===== src/rtl/hxa_pkg.sv =====
package hxa_pkg;

    // Number of plus-one groups above the overlap region.
    function automatic int grp_count(input int op_w);
        return (op_w == 8) ? 1 : 4;
    endfunction

    // Width of group idx, counted from the LSB; widths grow upward.
    function automatic int grp_width(input int op_w, input int idx);
        if (op_w == 8) begin
            return 5;
        end
        case (idx)
            0:       return 2;
            1:       return 3;
            default: return 4;
        endcase
    endfunction

    // Offset of group idx relative to the first bit above the overlap.
    function automatic int grp_base(input int op_w, input int idx);
        int b;
        b = 0;
        for (int i = 0; i < idx; i++) begin
            b += grp_width(op_w, i);
        end
        return b;
    endfunction

endpackage


===== src/rtl/hxa_ripple.sv =====
module hxa_ripple #(
    parameter int W = 3
) (
    input  logic [W-1:0] a,
    input  logic [W-1:0] b,
    output logic [W-1:0] sum,
    output logic         cout
);
    logic [W:0] cy;

    assign cy[0] = 1'b0;

    for (genvar i = 0; i < W; i++) begin : g_fa
        assign sum[i]  = a[i] ^ b[i] ^ cy[i];
        assign cy[i+1] = (a[i] & b[i]) | (cy[i] & (a[i] ^ b[i]));
    end

    assign cout = cy[W];
endmodule


===== src/rtl/hxa_sel_grp.sv =====
module hxa_sel_grp #(
    parameter int W         = 4,
    parameter bit CARRY_OUT = 1'b1
) (
    input  logic [W-1:0] raw,
    input  logic         sel,
    output logic [W-1:0] res,
    output logic         sel_up
);
    logic [W-1:0] inc;
    logic [W:0]   run;

    // Plus-one conversion: a bit flips when every bit below it is one.
    always_comb begin
        run[0] = 1'b1;
        for (int i = 0; i < W; i++) begin
            inc[i]   = raw[i] ^ run[i];
            run[i+1] = run[i] & raw[i];
        end
    end

    if (CARRY_OUT) begin : g_co
        logic [W:0] conv;
        logic [W:0] plain;
        logic [W:0] picked;
        assign conv   = {run[W], inc};
        assign plain  = {1'b0, raw};
        assign picked = sel ? conv : plain;
        assign res    = picked[W-1:0];
        assign sel_up = picked[W];
    end else begin : g_nco
        logic run_top_unused;
        assign run_top_unused = run[W];
        assign res    = sel ? inc : raw;
        assign sel_up = 1'b0;
    end
endmodule


===== src/rtl/hxa_merge_adder.sv =====
module hxa_merge_adder
    import hxa_pkg::*;
#(
    parameter int OP_W  = 16,
    parameter int OVL_W = 3
) (
    input  logic [OP_W+OVL_W-1:0] lo_res,
    input  logic [OP_W-1:0]       hi_res,
    output logic [OP_W-1:0]       prod_hi
);
    localparam int LO_W = OP_W + OVL_W;
    localparam int NGRP = grp_count(OP_W);

    logic [OVL_W-1:0] ovl_sum;
    logic             rip_co;
    logic [NGRP:0]    sel_c;
    logic             top_carry_unused;
    logic             lo_pass_unused;

    hxa_ripple #(.W(OVL_W)) u_rip (
        .a    (lo_res[LO_W-1:OP_W]),
        .b    (hi_res[OVL_W-1:0]),
        .sum  (ovl_sum),
        .cout (rip_co)
    );

    assign prod_hi[OVL_W-1:0] = ovl_sum;
    assign sel_c[0]           = rip_co;

    for (genvar g = 0; g < NGRP; g++) begin : g_grp
        localparam int GW = grp_width(OP_W, g);
        localparam int GB = OVL_W + grp_base(OP_W, g);
        localparam bit CO = (g < NGRP - 1);

        hxa_sel_grp #(.W(GW), .CARRY_OUT(CO)) u_grp (
            .raw    (hi_res[GB+GW-1:GB]),
            .sel    (sel_c[g]),
            .res    (prod_hi[GB+GW-1:GB]),
            .sel_up (sel_c[g+1])
        );
    end

    // The top carry is dropped: the product is truncated to 2*OP_W bits.
    assign top_carry_unused = sel_c[NGRP];
    // The low OP_W bits of the lower half are final product bits elsewhere.
    assign lo_pass_unused   = ^lo_res[OP_W-1:0];
endmodule


===== config.mk =====
export PLATFORM = sky130hd
export DESIGN_NAME = hxa_merge_adder
export DESIGN_NICKNAME = d
export VERILOG_FILES = /design/src/rtl/hxa_pkg.sv /design/src/rtl/hxa_ripple.sv /design/src/rtl/hxa_sel_grp.sv /design/src/rtl/hxa_merge_adder.sv
export SDC_FILE = /design/constraint.sdc
export NUM_CORES = 1
export LEC_CHECK = 0
export ABC_CLOCK_PERIOD_IN_PS = 2600
export BUFFER_PORTS_ARGS = -buffer_cell sky130_fd_sc_hd__buf_2
export CORE_AREA = 2 2 39 41
export DETAILED_ROUTE_END_ITERATION = 6
export DIE_AREA = 0 0 41 43
export PLACE_DENSITY_LB_ADDON = 0.05
export SLEW_MARGIN = 5
export SYNTH_ARGS = -nofsm -noshare
export SYNTH_HDL_FRONTEND = slang
export SYNTH_SLANG_ARGS = --single-unit

===== constraint.sdc =====
create_clock -name vclk -period 2.6
set_clock_uncertainty 0.2 [all_clocks]
set_input_delay 0.26 -clock vclk [all_inputs]
set_output_delay 0.26 -clock vclk [all_outputs]
set_load 0.05 [all_outputs]

# Word level (Yosys, flattened, before mapping)
# Index checks and enable logic that the tools add are counted.
word_totals:
  wordCells: 37
  ff_bits: 0
  out_inout_bits: 16
classes:
  n_bitwise: 33
  n_mux: 4
op_table:
  columns: ["cell", "count"]
  rows:
  - ["1-bit XOR", 14]
  - ["1-bit bitwise AND", 13]
  - ["4-bit two-way mux", 2]
  - ["5-bit two-way mux", 1]
  - ["1-bit NOT", 4]
  - ["3-bit two-way mux", 1]
  - ["1-bit OR", 2]

# Logic depth before layout (Yosys ltp)
logic_depth:
  depth_word: 9
  ltp_mapped: 7

# Hierarchy
# From an unflattened synthesis, not the netlist that was laid out.
hier_totals:
  cells_unflattened: 35
  hier_area_um2: 346.6
modules_own_cells:
  columns: ["mod", "area_per_inst_um2", "cells_each", "instances"]
  rows:
  - ["hxa_sel_grp (g_grp[2].u_grp)", 87.6, 8, 1]
  - ["hxa_sel_grp (g_grp[3].u_grp)", 80.1, 9, 1]
  - ["hxa_ripple", 71.3, 8, 1]
  - ["hxa_sel_grp (g_grp[1].u_grp)", 63.8, 6, 1]
  - ["hxa_sel_grp (g_grp[0].u_grp)", 43.8, 4, 1]

# Worst setup path after synthesis
# No wires, ideal clock.
synth_timing:
  path_type: "input port to output port"
  startpoint: "in lo_res[16]"
  endpoint: "out prod_hi[15]"
  path_slack_ps: -15
  arrival_time_ps: 2155
  cell_stages: 7
  path_buffers: 0
  path_cell_list: "ha_1 fa_1 inv_1 fa_1 nand4b_4 nor2_1 xor2_1"
synth_via:
  elab_chain_cells: 9
synth_lines:
  columns: ["element", "line_no", "text"]
  rows:
  - ["start: declaration", "hxa_merge_adder.sv:7", "input logic [OP_W+OVL_W-1:0] lo_res,"]
  - ["1-bit bitwise AND (2 in a row)", "hxa_ripple.sv:15", "assign cy[i+1] = (a[i] & b[i]) | (cy[i] & (a[i] ^ b[i]));"]
  - ["1-bit OR", "hxa_ripple.sv:15", null]
  - ["1-bit bitwise AND", "hxa_ripple.sv:15", null]
  - ["1-bit OR", "hxa_ripple.sv:15", null]
  - ["3-bit two-way mux", "hxa_sel_grp.sv:28", "assign picked = sel ? conv : plain;"]
  - ["4-bit two-way mux", "hxa_sel_grp.sv:28", null]
  - ["5-bit two-way mux", "hxa_sel_grp.sv:28", null]
  - ["4-bit two-way mux", "hxa_sel_grp.sv:34", "assign res = sel ? inc : raw;"]
  - ["end: declaration", "hxa_merge_adder.sv:9", "output logic [OP_W-1:0] prod_hi"]
# Every way passes these cells.

# Worst setup path in the final report
layout_timing:
  startpoint: "in lo_res[16]"
  endpoint: "out prod_hi[6]"
layout_via:
  elab_chain_cells: 7
layout_lines:
  columns: ["element", "line_no"]
  rows:
  - ["1-bit bitwise AND (2 in a row)", "hxa_ripple.sv:15"]
  - ["1-bit OR", "hxa_ripple.sv:15"]
  - ["1-bit bitwise AND", "hxa_ripple.sv:15"]
  - ["1-bit OR", "hxa_ripple.sv:15"]
  - ["3-bit two-way mux", "hxa_sel_grp.sv:28"]
  - ["4-bit two-way mux", "hxa_sel_grp.sv:28"]
# Every way passes these cells.

==> out/qor.yml <==
power_and_ir_drop:
  leakage_nw: 0.363
  peakVddDrop_v: 0.000131
  total_power_mw: 0.157
  power_density_nw_per_um2: 276
synthesis:
  syn_area_um2: 367
  synth.most_common_cell: "ha_1"
  post_synth_num_cell_types: 12
  syn-instance-count: 33
  seq_area_frac_synth_pct: 0
  synth_commonest_cells: "9 x ha_1, 5 x inv_1, 5 x mux2_1"
  avgSynthCellArea_um2: 11.1
  mappedNetlistNets: 79
  yosysTopAreaCell: "ha_1"
  ys_warn_count: 0
  synth.area.top_cells: "ha_1 31%, mux2_1 15%, fa_1 11%"
  synth.top_cell.area_share_pct: 30.7
die:
  ios: 51
  dieArea_um2: 1760
  initial_core_util_pct: 26.5
  chipHeight_um: 43
  die_x_um: 41
  coreArea_um2: 1380
  std_cell_rows: 14
routing:
  drt_wl_total_um: 687
  first_iter_violations: 1
  vias: 363
  drc_errors: 0
  final_antenna_net_count: 0
  viasPerCell: 4.32
  dr.pass1.iters: 4
  wl_per_cell_um: 8.18
finish:
  finalNetCount: 116
  drive_gt1_share_pct: 60.3
  diodes: 0
  area_growth_pct: 55.3
  register_area_um2: 0
  design.seq.count: 0
  fin_area_um2: 569
  clkbuf_count: 0
sta:
  rsz0062_at_grt: "no"
  setup_viol_count_final: 0
  fin_ws_ns: 0.128
  clock.fmax_ghz: 0.404
  fin_crit_sh_pct: 95.1
  hold_viol_final: 0
  fin_setup_tns_ns: 0
  slew_headroom_pct: 83.3
  max_slew.worst_pin.slew_ns: 0.252
  final_max_slew_viol_count: 0
  period_needed_ns: 2.47
min_path:
  hold_class: "input port to primary output"
  worstHoldStart: "hi_res[3]"
  whs_path_depth: 3
  holdPathEnd: "prod_hi[3]"
setup_path:
  critPathLaunchType: "input port"
  arrival_ns: 2.01
  cp-end-kind: "primary output"
  criticalPathCategory: "input port to primary output"
  required_ns: 2.14
  worstPathMaxFanout: 5
placement:
  dp_slack_ns: 0.136
  dpl_cell_area_um2: 569
  io_buffer_count: 35
  routabilityCongestion: 0.596
clock_tree:
  cts_resized: 0
  post_cts_buffers: 0
  ctsHoldBuffers: 0
global_routing:
  grt_pass1_wl_um: 952
  track_usage_pct: 7.10
  antenna_found_initial: 0
  overflow: 0
  grt_pass1_vias: 267
  grt_max_degree: 6
outcome:
  outcome: "finished clean"
job:
  drv_cap: 0
[cell families (layout without fill, tap and decap cells)]
family / after synthesis / in the layout / share of synthesized area, %
fa+ha+maj: 11 / 11 / 41.6
mux: 8 / 8 / 26.6
xor+xnor: 5 / 5 / 11.9
buf+inv: 5 / 40 / 5.12
simple gates: 4 / 4 / 14.7
[worst max-delay path by stage]
stage,start,endpoint,slack [ns],cells after the start
3_5_place_dp,lo_res[16],prod_hi[6],0.14,8
4_1_cts,lo_res[16],prod_hi[6],0.12,8
3_3_place_gp,lo_res[16],prod_hi[7],0.13,8
6_report,lo_res[16],prod_hi[6],0.13,8
2_1_floorplan,lo_res[16],prod_hi[12],0.04,6
5_1_grt,lo_res[16],prod_hi[15],0.01,9
[cell type report]
type	count	area [um^2]
fillers	155	815
inverters	5	18.8
multi-input cells	28	355
well taps	16	20.0
repair buffers	35	175
[where the power goes]
| part | internal (mW) | switching (mW) | leakage, nW | total [mW] |
|---|---|---|---|---|
| combinational | 0.0476 | 0.110 | 0.363 | 0.157 |
| clock | 0 | 0 | 0 | 0 |
| sequential | 0 | 0 | 0 | 0 |
[layer usage]
metal / vias to the layer above / part of all wire, % / track usage [%]
met4: 0 / 0 / 0
met5: - / 0 / 0
li1: 184 / - / -
met3: 0 / 14 / 0
met1: 156 / 40 / 8.89
met2: 23 / 46 / 13.4
[worst max-delay path: stages]
cell	delay [ns]
buf_2	0.10
ha_1	0.20
fa_1	0.36
inv_1	0.07
fa_1	0.27
nand2b_1	0.21
mux2_1	0.33
buf_2	0.21
[per-stage QoR]
step	utilization [%]	std cells	hold WS [ns]
detailed placement	41.1	84	0.679
finish	41.1	84	0.676
global placement	41.1	84	0.674
CTS	41.1	84	0.679
floorplan	-	33	0.501
global route	41.1	84	0.702
[placed cells by master, fill, tap and decap left out]
cell      instances
ha_1              9
nor2_1            1
mux2_2            1
inv_1             5
mux2_4            2
nand4b_4          1
nand2b_1          1
xor2_2            1
xnor2_1           4
nand3b_4          1
buf_2            35
mux2_1            5
fa_1              2
(Power assumes the default switching activity.)
